File: src/rtl/rbo_pkg.sv
// Package rbo_pkg
// Shared widths, types and digit-code helpers for the online redundant
// binary adder. Assumes the 2-bit two's-complement digit code of the brief.
package rbo_pkg;
    localparam int CODE_W = 2;             // width of one digit code
    localparam int PSUM_W = CODE_W + 1;    // pair sum spans -2..+2
    localparam int WIDE_W = CODE_W + 1;    // interim sum plus carry

    typedef logic [CODE_W-1:0]        rb_code_t;
    typedef logic signed [PSUM_W-1:0] psum_t;
    typedef logic signed [CODE_W-1:0] dig_t;

    // Map a digit code to its value; the unused code reads as zero.
    function automatic dig_t code_to_val(input rb_code_t c);
        case (c)
            2'b01:   return 2'sd1;
            2'b11:   return -2'sd1;
            default: return 2'sd0;
        endcase
    endfunction

    // Map a value in -1..+1 to its digit code.
    function automatic rb_code_t val_to_code(input dig_t v);
        case (v)
            2'sd1:   return 2'b01;
            -2'sd1:  return 2'b11;
            default: return 2'b00;
        endcase
    endfunction
endpackage

File: src/rtl/rbo_pair_stage.sv
// Module rbo_pair_stage
// Forms the pair sum of one incoming digit pair and the flag that says
// whether either digit is negative. Pure combinational logic; assumes
// codes as in rbo_pkg.
module rbo_pair_stage
    import rbo_pkg::*;
(
    input  rb_code_t x_code,
    input  rb_code_t y_code,
    output psum_t    pair_sum,
    output logic     neg_flag
);
    dig_t x_val;
    dig_t y_val;

    // Decode both digits and add them with sign extension.
    always_comb begin
        x_val    = code_to_val(x_code);
        y_val    = code_to_val(y_code);
        pair_sum = psum_t'(x_val) + psum_t'(y_val);
        neg_flag = x_val[CODE_W-1] | y_val[CODE_W-1];
    end
endmodule

File: src/rtl/rbo_split_stage.sv
// Module rbo_split_stage
// Splits a pair sum into an interim carry (one position up) and an interim
// sum. The flag of the next lower position picks the split, so that the
// carry arriving from below can never push the final digit out of -1..+1.
// Assumes pair_sum lies in -2..+2.
module rbo_split_stage
    import rbo_pkg::*;
(
    input  psum_t pair_sum,
    input  logic  lower_neg,
    output dig_t  carry_up,
    output dig_t  interim
);
    // Choose the carry and interim sum for each pair-sum value.
    always_comb begin
        carry_up = 2'sd0;
        interim  = 2'sd0;
        case (pair_sum)
            3'sd2:  carry_up = 2'sd1;
            -3'sd2: carry_up = -2'sd1;
            3'sd1: begin
                if (lower_neg) begin
                    interim  = 2'sd1;
                end else begin
                    carry_up = 2'sd1;
                    interim  = -2'sd1;
                end
            end
            -3'sd1: begin
                if (lower_neg) begin
                    carry_up = -2'sd1;
                    interim  = 2'sd1;
                end else begin
                    interim  = -2'sd1;
                end
            end
            default: ;
        endcase
    end
endmodule

File: src/rtl/rbo_online_adder.sv
// Module rbo_online_adder
// Digit-serial adder of two redundant binary operands, most significant
// digit first, with an online delay of two accepted pairs. It holds the
// previous pair sum (waiting for the lower flag) and the previous interim
// sum (waiting for the lower carry). Assumes every stream begins with
// in_start and ends with two zero pairs.
module rbo_online_adder
    import rbo_pkg::*;
(
    input  logic           clk,
    input  logic           rst_n,
    input  logic           in_valid,
    input  logic           in_start,
    input  logic [CODE_W-1:0] x_digit,
    input  logic [CODE_W-1:0] y_digit,
    output logic           out_valid,
    output logic [CODE_W-1:0] out_digit
);
    psum_t pair_now;
    logic  neg_now;
    psum_t psum_q;
    psum_t psum_prev;
    dig_t  isum_q;
    dig_t  carry_up;
    dig_t  interim_up;
    logic  started_q;
    logic signed [WIDE_W-1:0] final_wide;

    rbo_pair_stage u_pair (
        .x_code   (x_digit),
        .y_code   (y_digit),
        .pair_sum (pair_now),
        .neg_flag (neg_now)
    );

    // A start pair has no held neighbour above it: treat its pair sum as zero.
    always_comb psum_prev = in_start ? psum_t'(0) : psum_q;

    rbo_split_stage u_split (
        .pair_sum  (psum_prev),
        .lower_neg (neg_now),
        .carry_up  (carry_up),
        .interim   (interim_up)
    );

    // Final digit two positions above the current pair.
    always_comb final_wide = WIDE_W'(isum_q) + WIDE_W'(carry_up);

    // Advance the pipeline by one position on each accepted pair.
    always_ff @(posedge clk) begin
        if (!rst_n) begin
            psum_q    <= '0;
            isum_q    <= '0;
            started_q <= 1'b0;
            out_valid <= 1'b0;
            out_digit <= '0;
        end else if (in_valid) begin
            psum_q    <= pair_now;
            isum_q    <= interim_up;
            started_q <= 1'b1;
            out_valid <= started_q & ~in_start;
            out_digit <= val_to_code(dig_t'(final_wide));
        end else begin
            out_valid <= 1'b0;
        end
    end

    // the output never shows the unused code.
    a_r1_out_code: assert property (@(posedge clk) disable iff (!rst_n)
        out_valid |-> out_digit != 2'b10);

    // held interim sum plus lower carry stays within one digit.
    a_r1_digit_range: assert property (@(posedge clk) disable iff (!rst_n)
        (in_valid && started_q && !in_start) |->
            (final_wide <= 3'sd1 && final_wide >= -3'sd1));

    // the edge that accepts a start pair gives no output digit.
    a_r3_start_silent: assert property (@(posedge clk) disable iff (!rst_n)
        (in_valid && in_start) |=> !out_valid);

    // an idle cycle gives no output digit and keeps the last digit.
    a_r5_idle_quiet: assert property (@(posedge clk) disable iff (!rst_n)
        !in_valid |=> (!out_valid && $stable(out_digit)));

    // the first edge after reset release still shows cleared outputs.
    a_r7_reset_clear: assert property (@(posedge clk) disable iff (!rst_n)
        $rose(rst_n) |-> (!out_valid && out_digit == 2'b00));
endmodule

File: config.mk
export PLATFORM = sky130hd
export DESIGN_NAME = rbo_online_adder
export DESIGN_NICKNAME = d
export VERILOG_FILES = /design/src/rtl/rbo_pkg.sv /design/src/rtl/rbo_pair_stage.sv /design/src/rtl/rbo_split_stage.sv /design/src/rtl/rbo_online_adder.sv
export SDC_FILE = /design/constraint.sdc
export NUM_CORES = 1
export LEC_CHECK = 0
export BUFFER_PORTS_ARGS = -buffer_cell sky130_fd_sc_hd__buf_2
export CORE_AREA = 2 2 39 41
export CTS_CLUSTER_DIAMETER = 40
export CTS_CLUSTER_SIZE = 28
export DETAILED_ROUTE_END_ITERATION = 7
export DIE_AREA = 0 0 41 43
export PLACE_DENSITY_LB_ADDON = 0.08
export SYNTH_ARGS = -nofsm -noshare
export SYNTH_HDL_FRONTEND = slang
export SYNTH_HIERARCHICAL = 1
export SYNTH_SLANG_ARGS = --single-unit
File: constraint.sdc
create_clock -name clk -period 1.95 [get_ports clk]
set_clock_uncertainty 0.05 [all_clocks]
set_input_delay 0.0975 -clock clk [delete_from_list [all_inputs] [get_ports clk]]
set_output_delay 0.0975 -clock clk [all_outputs]
set_load 0.03 [all_outputs]
---- Word-level counts from Yosys, hierarchy flattened ----
Cells that the tools add are included.
Widths: inputs -> output; s select.
storage, ports and cells
  input port bits ......................... 8
  word-level logic and storage cells ...... 31
  output and inout bits ................... 3
  flip-flop bits (word level) ............. 9
cells by class
  equality and inequality tests ........... 10
  reductions and logical operators ........ 2
  bitwise operators ....................... 3
  mux-type cells .......................... 9
  add/subtract/negate cells ............... 2
operators by type and width
  operator            count
  $pmux 2 s2          3
  $pmux 2 s4          1
  $eq 2x1->1 const B  3
  $eq 2x2->1 const B  3
  $eq 3x3->1 const B  2
  $mux 2              3
  $add 2x2->3         1
  $eq 3x1->1 const B  1
  $eq 3x2->1 const B  1
  $mux 3              1
  $add 2x2->2         1
  $reduce_and 2->1    1
  $reduce_or 2->1     1
  $and 1x1->1         1
  $mux 1              1
  $not 1->1           1
  $or 1x1->1          1

---- Longest topological paths before layout ----
  depth after elaboration ................. 8
  gate-level depth with buffers ........... 9
  gate-level depth less buffers ........... 9

---- Cells and area by module ----
The synthesis kept the hierarchy.
modules (own cells, without submodules)
  module            sequential area each (µm²)  times used  cells an instance  area each (µm²)
  rbo_online_adder  180.2                       1           33                 371.6
  rbo_pair_stage    0.0                         1           13                 103.8
  rbo_split_stage   0.0                         1           9                  58.8

---- Least setup slack after synthesis ----
Ideal clock, no wire load.
  path kind ............................... flip-flop to flip-flop
  start point ............................. register psum_q[0]
  end point ............................... register out_digit[1]
  path buffers ............................ 0
  arrival ................................. 1.282 ns
  slack ................................... 0.503 ns
  period minus slack after synthesis ...... 1.447 ns
  cell stages (with the launch flop) ...... 8
  required time ........................... 1.785 ns
  setup time .............................. 0.115 ns
  path through ............................ dfxtp_1 > nor2b_1 > a21boi_0 > o22ai_1 > ha_1 > xnor3_1 > o22ai_1 > and2_1
between the ends
  cells in the longest elaborated chain, start to end .. 6
  elaborated cells on any way between the ends .. 10
  those cells by class .................... add/sub: 1; eq/ne: 6; mux: 3
ends and longest elaborated chain
  item                                      RTL line                text
  start: declaration                        rbo_online_adder.sv:21  psum_t psum_q;
  start signal: assignment                  rbo_online_adder.sv:58  psum_q <= pair_now;
  $mux 3 *                                  rbo_online_adder.sv:37  always_comb psum_prev = in_start ? psum_t'(0) : psum_q;
  named net psum_prev[0]                    rbo_online_adder.sv:22  psum_t psum_prev;
  $eq 3x3->1 (tied with other cells)        rbo_split_stage.sv:18   case (pair_sum)
  $pmux 2 s4 *                              rbo_split_stage.sv:18
  named net carry_up[0]                     rbo_online_adder.sv:24  dig_t carry_up;
  $add 2x2->2 *                             rbo_online_adder.sv:47  always_comb final_wide = WIDE_W'(isum_q) + WIDE_W'(carry_up);
  $eq 2x2->1 or $eq 2x1->1 (tied branches)  rbo_pkg.sv:24           case (v)
  $pmux 2 s2 *                              rbo_pkg.sv:24
  end signal: assignment                    rbo_online_adder.sv:62  out_digit <= val_to_code(dig_t'(final_wide));
  end: declaration                          rbo_online_adder.sv:17  output logic [CODE_W-1:0] out_digit
Mark *: on every way through the listed nets, which the timed path passes. The rest lies on a longest branch.
A chain may end at the register's enable or synchronous reset.

---- Worst setup path in the final report ----
  start point ............................. register psum_q[2]
  end point ............................... register out_digit[1]
The elaborated chain is that of the path after synthesis.

==> qor.yml <==
status: "finished clean"
fin_crit_ps: 1609
tightest_slew_ps: 267.1
timing.slew.headroom: 0.8216
antenna_found_initial: 0
netlist_instances: 55
seq_area_frac_synth: 0.3372
rr_worst_depth: 7
criticalPathCategory: "reg2reg"
ctsResizeCount: 0
ys.warnings.count: 6
synth-seq-cells: 9
synth_ff_type: "dfxtp_1"
slowest_delay_ps: 330
finalMaxSlewViolations: 0
cts.sinks: 9
track_usage: 0.1232
rrSetupSlack_ps: 340
worst_path_most_repeated_cell: "o22ai_1"
cp_cell_sequence: "nor2b_1 -> a21boi_0 -> o22ai_1 -> ha_1 -> nand2_1 -> o22ai_1 -> and2_1"
postCtsHoldBufs: 0
power.density_nw_per_um2: 645.5
dp.final_hpwl_um: 656.5
worstPathRequired_ps: 2050
htreeDepth: 1
coreArea_um2: 1384
startpoint_type: "flop"
r2r_end: "out_digit[1]"
drt_iter0_drc: 0
critPathCaptureType: "flop"
worst_slack_ps: 340.8
drt_wl_total_um: 818
fin_crit_sh: 0.8252
rsz0062_at_grt: "no"
crit_fanout: 4
cts_tree: "done"
dieArea_um2: 1763
async_flop_share: 0
r2r-start: "psum_q[2]"
place_ws_ps: 367.9
leakagePower_nw: 0.2825
hold_violations: 0
firstDrtPassIters: 1
min_from: "rst_n"
path_delay_family: "simple AND/OR/NAND/NOR gates"
synth.avg_cell_area_um2: 9.714
synth-edff-count: 0
drv_cap: 0
viasPerCell: 4.561
die_y_um: 43
grt-ovfl-total: 0
synth.distinct_cells: 19
cts_made_buffers: 3
netlist_area_um2: 534.3
synth_fp_nets: 68
setup_viol: 0
timing.fmax_mhz: 621.4
hp-class: "in2reg"
wl_per_cell_um: 9.976
via_count: 374
vdd_ir_drop_max_v: 0.0003265
grt_pass1_wl_mm: 1.462
min_to: "started_q"
min_path_cells: 2
cts_setup_buffers: 0
remaining_drc_errors: 0
finalNetCount: 80
drive_above_1_share: 0.2121
clockBufferDepth: 2
num_rows: 14
grt_pass1_vias: 353
initial_core_util: 0.3861
diodes: 0
gp_congestion: 0.6783
syn2layout_area_growth_pct: 15.69
crit_slowest_cell: "dfxtp_1"
arrival_ps: 1710
clk-insertion-delay-late_ps: 260
drtAntennaViolNets: 0
setup_tns_ps: 0
port_buffers: 10
cp_num_buf_inv: 0
cts.clk_slew.worst_paths_ps: 70
cts_root_buffer: "clkbuf_4"
grt_max_degree: 11
die_w_um: 41
io_pins: 11
==> layout by cell type, fill, tap and decap left out <==
cell / synthesis / routed
xnor2_1: 1 / 1
clkbuf_4: 0 / 3
dfxtp_1: 9 / 9
mux2i_1: 5 / 5
o21a_1: 1 / 1
xnor3_1: 1 / 1
o22ai_1: 2 / 2
buf_2: 1 / 10
nand2_1: 3 / 3
and4b_1: 1 / 1
or2_0: 1 / 1
nand2b_1: 2 / 2
ha_1: 3 / 3
inv_1: 5 / 5
and3_2: 1 / 1
clkbuf_1: 2 / 1
a21boi_0: 2 / 2
and2_1: 4 / 4
fa_1: 2 / 2
nor2b_1: 9 / 9
==> kinds of logic (layout without fill, tap and decap cells) <==
family                     after synthesis  in the layout  synth area share
and+or+nand+nor                         21             21            0.2412
buffers and inverters                    8             19           0.05855
DFF                                      9              9            0.3372
AOI/OAI and AO/OA                        5              5           0.06557
adders and majority gates                5              5            0.1452
xor gates and xnor gates                 2              2           0.05855
muxes                                    5              5           0.09368
==> report_power, final <==
| part | internal [W] | switching (W) |
|---|---|---|
| Combinational | 0.0000287 | 0.0000305 |
| Clock | 0.0000787 | 0.0000650 |
| Sequential | 0.000192 | 0.00000389 |
==> Yosys cell counts, types with 2 or more instances <==
| cell type | number | area [um^2] |
|---|---|---|
| dfxtp_1 | 9 | 180.2 |
| nor2b_1 | 9 | 56.30 |
| inv_1 | 5 | 18.77 |
| mux2i_1 | 5 | 50.05 |
| and2_1 | 4 | 25.02 |
| ha_1 | 3 | 37.54 |
| nand2_1 | 3 | 11.26 |
| a21boi_0 | 2 | 15.01 |
| clkbuf_1 | 2 | 7.510 |
| fa_1 | 2 | 40.04 |
| nand2b_1 | 2 | 12.51 |
| o22ai_1 | 2 | 12.51 |
==> registers in the layout, summed over array words and instances, names as in the netlist <==
register   flops
out_digit      2
started_q      1
out_valid      1
isum_q         2
psum_q         3
==> worst max-delay path by stage <==
stage	from	endpoint	slack [ps]	depth (start not counted)
after global placement	y_digit[0]	out_digit[1]	380	9
after detailed placement	psum_q[0]	out_digit[1]	370	7
after global routing	psum_q[0]	out_digit[1]	210	7
after CTS	psum_q[0]	out_digit[1]	350	7
final	psum_q[2]	out_digit[1]	340	7
after floorplan	psum_q[0]	out_digit[1]	500	7
==> area by class of cell <==
| cell class | instances | area (um^2) |
|---|---|---|
| fillers | 135 | 765.7 |
| multi-input cells | 38 | 322.8 |
| flip-flops and latches | 9 | 180.2 |
| repair buffers | 10 | 50.05 |
| clock buffers | 4 | 26.28 |
| well taps | 16 | 20.02 |
| inverters | 5 | 18.77 |
==> layer usage <==
layer | wire [um] | vias to the layer above | share of wire | track usage
met3 | 23 | 0 | 0.028 | 0.04712
met5 | 0 | - | 0 | 0
met4 | 0 | 0 | 0 | 0.04000
li1 | - | 196 | - | -
met2 | 360 | 4 | 0.44 | 0.1531
met1 | 434 | 174 | 0.53 | 0.1902
==> worst register-to-register path, cell delays in order (launching register included) <==
cell	delay, ps
dfxtp_1	330
nor2b_1	260
a21boi_0	130
o22ai_1	160
ha_1	250
nand2_1	80
o22ai_1	70
and2_1	150
==> stage by stage <==
| stage | utilization | power, W | instance area, um^2 | cells | hold WS [ps] |
|---|---|---|---|---|---|
| floorplan | - | 0.0002432 | 534.3 | 55 | 165.0 |
| CTS | 0.4467 | 0.0004063 | 618.1 | 82 | 91.26 |
| finish | 0.4467 | 0.0003990 | 618.1 | 82 | 95.91 |
| global route | 0.4467 | 0.0004239 | 618.1 | 82 | 110.0 |
| global placement | 0.4277 | 0.0002606 | 591.8 | 78 | 364.6 |
| detailed placement | 0.4277 | 0.0002604 | 591.8 | 78 | 368.8 |
Note: power is estimated with default switching activity, not from simulation.
